$ cat config.mk
export PLATFORM = sky130hd
export DESIGN_NAME = cfg_space
export DESIGN_NICKNAME = d
export VERILOG_FILES = /design/src/rtl/cfg_space.sv
export SDC_FILE = /design/constraint.sdc
export NUM_CORES = 1
export LEC_CHECK = 0
export BUFFER_PORTS_ARGS = -buffer_cell sky130_fd_sc_hd__buf_2
export CAP_MARGIN = 20
export CORE_MARGIN = 2
export CORE_UTILIZATION = 45
export DETAILED_ROUTE_END_ITERATION = 16
export PLACE_DENSITY = 0.87
export SLEW_MARGIN = 20
export SYNTH_ARGS = -nofsm -noshare
export SYNTH_HDL_FRONTEND = slang
export SYNTH_SLANG_ARGS = --single-unit
$ cat constraint.sdc
create_clock -name clk -period 1.2 [get_ports clk]
set_input_delay 0.12 -clock clk [delete_from_list [all_inputs] [get_ports clk]]
set_output_delay 0.12 -clock clk [all_outputs]
set_load 0.005 [all_outputs]
$ cat src/rtl/cfg_space.sv
module cfg_space #(
  parameter logic [15:0] VENDOR_ID  = 16'h1AB4,
  parameter logic [15:0] DEVICE_ID  = 16'h0C21,
  parameter logic [7:0]  REV_ID     = 8'h03,
  parameter logic [23:0] CLASS_CODE = 24'h058000,
  parameter logic [7:0]  HDR_TYPE   = 8'h00,
  parameter logic [7:0]  INT_PIN    = 8'h01,
  parameter logic [1:0]  SEL_TIMING = 2'b01
) (
  input  logic        clk,
  input  logic        rst_n,
  input  logic        cfg_sel,
  input  logic        cfg_rd,
  input  logic        cfg_wr,
  input  logic [7:0]  cfg_addr,
  input  logic [3:0]  cfg_be,
  input  logic [31:0] cfg_wdata,
  input  logic [5:0]  err_set,
  output logic [31:0] cfg_rdata,
  output logic        cfg_ack,
  output logic        io_en,
  output logic        mem_en,
  output logic        master_en,
  output logic        perr_resp_en,
  output logic        serr_en,
  output logic        fn_active
);
  localparam logic [15:0] CMD_MASK = 16'h0147;
  localparam logic [5:0]  DW_ID    = 6'h00;
  localparam logic [5:0]  DW_CMD   = 6'h01;
  localparam logic [5:0]  DW_REV   = 6'h02;
  localparam logic [5:0]  DW_HDR   = 6'h03;
  localparam logic [5:0]  DW_INT   = 6'h0F;

  logic [15:0] cmd;
  logic [5:0]  sts_err;
  logic [7:0]  int_line;
  logic [31:0] rd_mux;

  wire       claim  = cfg_sel && (cfg_addr[1:0] == 2'b00);
  wire       wr_hit = claim && cfg_wr;
  wire       rd_hit = claim && cfg_rd;
  wire [5:0] dw     = cfg_addr[7:2];
  wire       cmd_wr = wr_hit && (dw == DW_CMD);
  wire       int_wr = wr_hit && (dw == DW_INT);

  wire [5:0]  sts_clr  = (cmd_wr && cfg_be[3]) ? {cfg_wdata[31:27], cfg_wdata[24]} : 6'd0;
  wire [15:0] status16 = {sts_err[5:1], SEL_TIMING, sts_err[0], 8'h00};

  assign io_en        = cmd[0];
  assign mem_en       = cmd[1];
  assign master_en    = cmd[2];
  assign perr_resp_en = cmd[6];
  assign serr_en      = cmd[8];
  assign fn_active    = |cmd;

  always_comb begin
    case (dw)
      DW_ID:   rd_mux = {DEVICE_ID, VENDOR_ID};
      DW_CMD:  rd_mux = {status16, cmd};
      DW_REV:  rd_mux = {CLASS_CODE, REV_ID};
      DW_HDR:  rd_mux = {8'h00, HDR_TYPE, 16'h0000};
      DW_INT:  rd_mux = {16'h0000, INT_PIN, int_line};
      default: rd_mux = 32'h0;
    endcase
  end

  always_ff @(posedge clk or negedge rst_n) begin
    if (!rst_n) begin
      cmd       <= 16'h0;
      sts_err   <= 6'h0;
      int_line  <= 8'h0;
      cfg_rdata <= 32'h0;
      cfg_ack   <= 1'b0;
    end else begin
      if (cmd_wr && cfg_be[0]) cmd[7:0]  <= cfg_wdata[7:0]  & CMD_MASK[7:0];
      if (cmd_wr && cfg_be[1]) cmd[15:8] <= cfg_wdata[15:8] & CMD_MASK[15:8];
      if (int_wr && cfg_be[0]) int_line  <= cfg_wdata[7:0];
      sts_err <= (sts_err & ~sts_clr) | err_set;
      if (rd_hit) cfg_rdata <= rd_mux;
      cfg_ack <= rd_hit || wr_hit;
    end
  end


  no_ack_unclaimed_chk: assert property (@(posedge clk) disable iff (!rst_n)
    !claim |=> !cfg_ack);


  set_lands_chk: assert property (@(posedge clk) disable iff (!rst_n)
    (err_set != 6'd0) |=> ((sts_err & $past(err_set)) == $past(err_set)));


  no_spurious_set_chk: assert property (@(posedge clk) disable iff (!rst_n)
    (sts_err & ~$past(sts_err) & ~$past(err_set)) == 6'd0);


  cmd_hold_chk: assert property (@(posedge clk) disable iff (!rst_n)
    !cmd_wr |=> $stable(cmd));


  spare_reads_zero_chk: assert property (@(posedge clk) disable iff (!rst_n)
    (rd_hit && dw >= 6'h10) |=> (cfg_rdata == 32'h0));
endmodule

==> results.md <==
* CTS clock-pin slew for the worst setup and hold paths at 0.07 ns
* Status: finished, final reports clean
* Vias at 1598
* Final period utilization at 95.8%
* Final slew viol count at 0
* Antenna Cells at 0
* Area leader, netlist: dfrtp_1
* Detailed placement HPWL at 3340 µm
* Hold path depth at 2
* First-pass GRT wire length at 6810 µm
* Starting Density at 46.8%
* GRT Residual Overflow at 0
* Leak at 1.25 nW
* CTS sink cnt at 39
* Int Pwr at 2.11 mW
* Site Rows at 23
* Crit path capture type: output pin
* Required time worst endpoint at 1.08 ns
* Initial antenna violation count at 0
* # DRC at 0
* Reg-to-Reg Start: int_line[0]
* IR drop worst, VDD at 0.697 mV
* Max cap viols at 0
* Hold Crit Class: in2reg
* Cells after synthesis at 179
* Drt via density at 5.11
* Crit path launch type: flip-flop
* Vias in the first global route at 1521
* IO buf count at 66
* ANT nets after route at 0
* Seq/Total Area, Yosys at 52.2%
* Reg2Reg Depth at 3
* Power, Total at 2.77 mW
* WP buf/inv at 1
* Share of post-route cells with drive strength above 1 at 44.9%
* Final Hold Vio Count at 0
* Die extent in x at 68.5 µm
* Largest net degree at the start of global routing at 40
* Sw Ratio at 23.8%
* Clock buffer count from CTS at 5
* Max Clock Skew at 0.00408 ns
* DP Cell Count at 302
* Most common cell after layout, fill and taps aside: buf_2
* Synthesis-to-layout area growth at 31.4%
* Seq cells post-synth at 39
* PD cells at 1130 nW/µm²
* CTS Root Cell: clkbuf_8
* Place WS at -0.192 ns
* Fin crit period at 1.15 ns
* Die footprint at 4690 µm²
* CP cell instances: nor3_2, nand2_1, buf_2
* WL/cell at 13.7 µm
* GPL Wtd Cong at 0.818
* CTS max path bufs at 2
* CP Class: reg2out
* Switching pwr at 0.660 mW
* Final core occ at 61.4%
* Overall Global Routing Usage at 19.9%
* Reg2Reg Setup Slack at 0.26 ns
* Cell variety after synth at 29
* Final WS setup at 0.0500 ns
* Top Ports at 94
* Wirelength, routed at 4300 µm
* Crit Path Max Fanout at 2
* Post-Place Cell Area at 2330 µm²
* Mapped cell area at 1870 µm²
* Clk_lat worst skew at 0.29 ns
* Crit path arrival time at 1.03 ns
* Clock power share at 34.2%
* Crit path max-delay family: flip-flops
* Highest clock rate at 870 MHz
* Synth top area share at 52.2%
* Htree depth at 2
* Sequential group share of total power at 51.6%
* Core area at 4000 µm²
* Slowest-stage cell, CP: dfrtp_1
* Largest cells by area after synthesis: dfrtp_1 (52%), mux2_2 (7.8%), buf_4 (5.6%)
* Max incr delay on CP at 0.40 ns
* Crit path depth at 3
* Iteration-0 DRC Markers at 60
* Synth warn at 0
* Final net count at 317
* Logic pwr share at 14.2%
* Die height at 68.5 µm
* Cell area after layout at 2460 µm²
* Syn avg cell area at 10.4 µm²
* Setup violators final at 0
* FF-to-FF End: cfg_rdata[0]
* CTS tree: yes
* Iteration count of the initial detailed-routing pass at 4
* Non-Filler Instances at 313
* Hold EP: sts_err[5]
* Hold Startpoint: err_set[5]
* Most frequent cells in the layout: buf_2 (66), dfrtp_1 (39), nand2_1 (28)
==> cell families after synthesis <==
| logic type | share of synthesized area, % |
|---|---|
| DFF | 52.2 |
| and+or+nand+nor | 22.9 |
| AOI/OAI and AO/OA | 9.50 |
| buffers and inverters | 7.42 |
| other | 0.200 |
| muxes | 7.83 |
==> sequential cells by signal, summed over array words and instances (netlist names) <==
name / cells
cfg_rdata: 19
sts_err: 6
int_line: 8
cmd: 5
cfg_ack: 1
==> metrics by stage <==
step	hold WS, ns	TNS (ns)
after floorplan	-0.176	0
after global placement	0.188	-1.79
after detailed placement	0.197	-2.33
after CTS	0.00404	0
after global routing	0.0105	-0.0134
final	0.0123	0
==> per-layer routing <==
layer / wire (µm) / global-route usage, % / part of all wire, % / vias to the layer above
li1: - / - / - / 777
met1: 1760 / 24.5 / 41 / 743
met2: 2150 / 34.5 / 50 / 72
met3: 332 / 4.11 / 7.7 / 6
met4: 49 / 6.75 / 1.1 / 0
met5: 0 / 0 / 0 / -
==> worst register-to-register path, stage by stage (launching register included) <==
cell and delay (ns):
dfrtp_1 0.38, and4_2 0.22, o21ai_0 0.14, a21oi_1 0.08
==> what timing repair did <==
| item | 4_1_cts | 5_1_grt |
|---|---|---|
| pin swaps | 0 | 2 |
| buffers inserted | 2 | 0 |
| hold buffers | 1 | 0 |
| endpoints found under the hold margin | 39 | 0 |
| setup endpoints to repair | 1 | 1 |
| cloned | 0 | 0 |
| resized for setup | 0 | 1 |
==> how the worst max path moves through the flow <==
stage | from | endpoint | slack (ns)
floorplan | cfg_addr[7] | sts_err[0] | 0.04
global placement | cfg_addr[7] | sts_err[1] | -0.13
detailed placement | cfg_addr[7] | sts_err[4] | -0.19
CTS | cmd[1] | fn_active | 0.02
global route | cmd[8] | fn_active | -0.01
finish | cmd[0] | fn_active | 0.05
==> final cells by class <==
cell class                 instances  area (µm²)
tap                               50        62.6
multi-input combinational        126         806
timing repair buffer              90         513
clock buffer                       8         100
fill                             340        1540
sequential                        39         976
==> cells in the mapped netlist (all sizes together) <==
| master | count |
|---|---|
| or2b | 2 |
| nor2 | 11 |
| nor3 | 3 |
| o41ai | 6 |
| nand2 | 28 |
| or3b | 1 |
| or3 | 1 |
| nand3 | 11 |
| o21ai | 10 |
| dfrtp | 39 |
| buf | 16 |
| a21oi | 6 |
| and4 | 2 |
| nor3b | 2 |
| nand4 | 3 |
| a31oi | 6 |
| clkbuf | 6 |
| o31ai | 1 |
| nor4bb | 1 |
| conb | 1 |
| mux2 | 13 |
| nand2b | 6 |
| and3 | 1 |
| nand4bb | 2 |
| and4bb | 1 |
==> power groups by stage <==
stage               clock network, mW  logic (mW)  registers [mW]
global route                     1.03       0.447            1.44
floorplan                           0       0.158            1.46
finish                          0.946       0.393            1.43
CTS                             0.971       0.398            1.43
global placement                    0       0.378            1.46
detailed placement                  0       0.391            1.46
No activity file was read; power rests on OpenSTA's default activity.
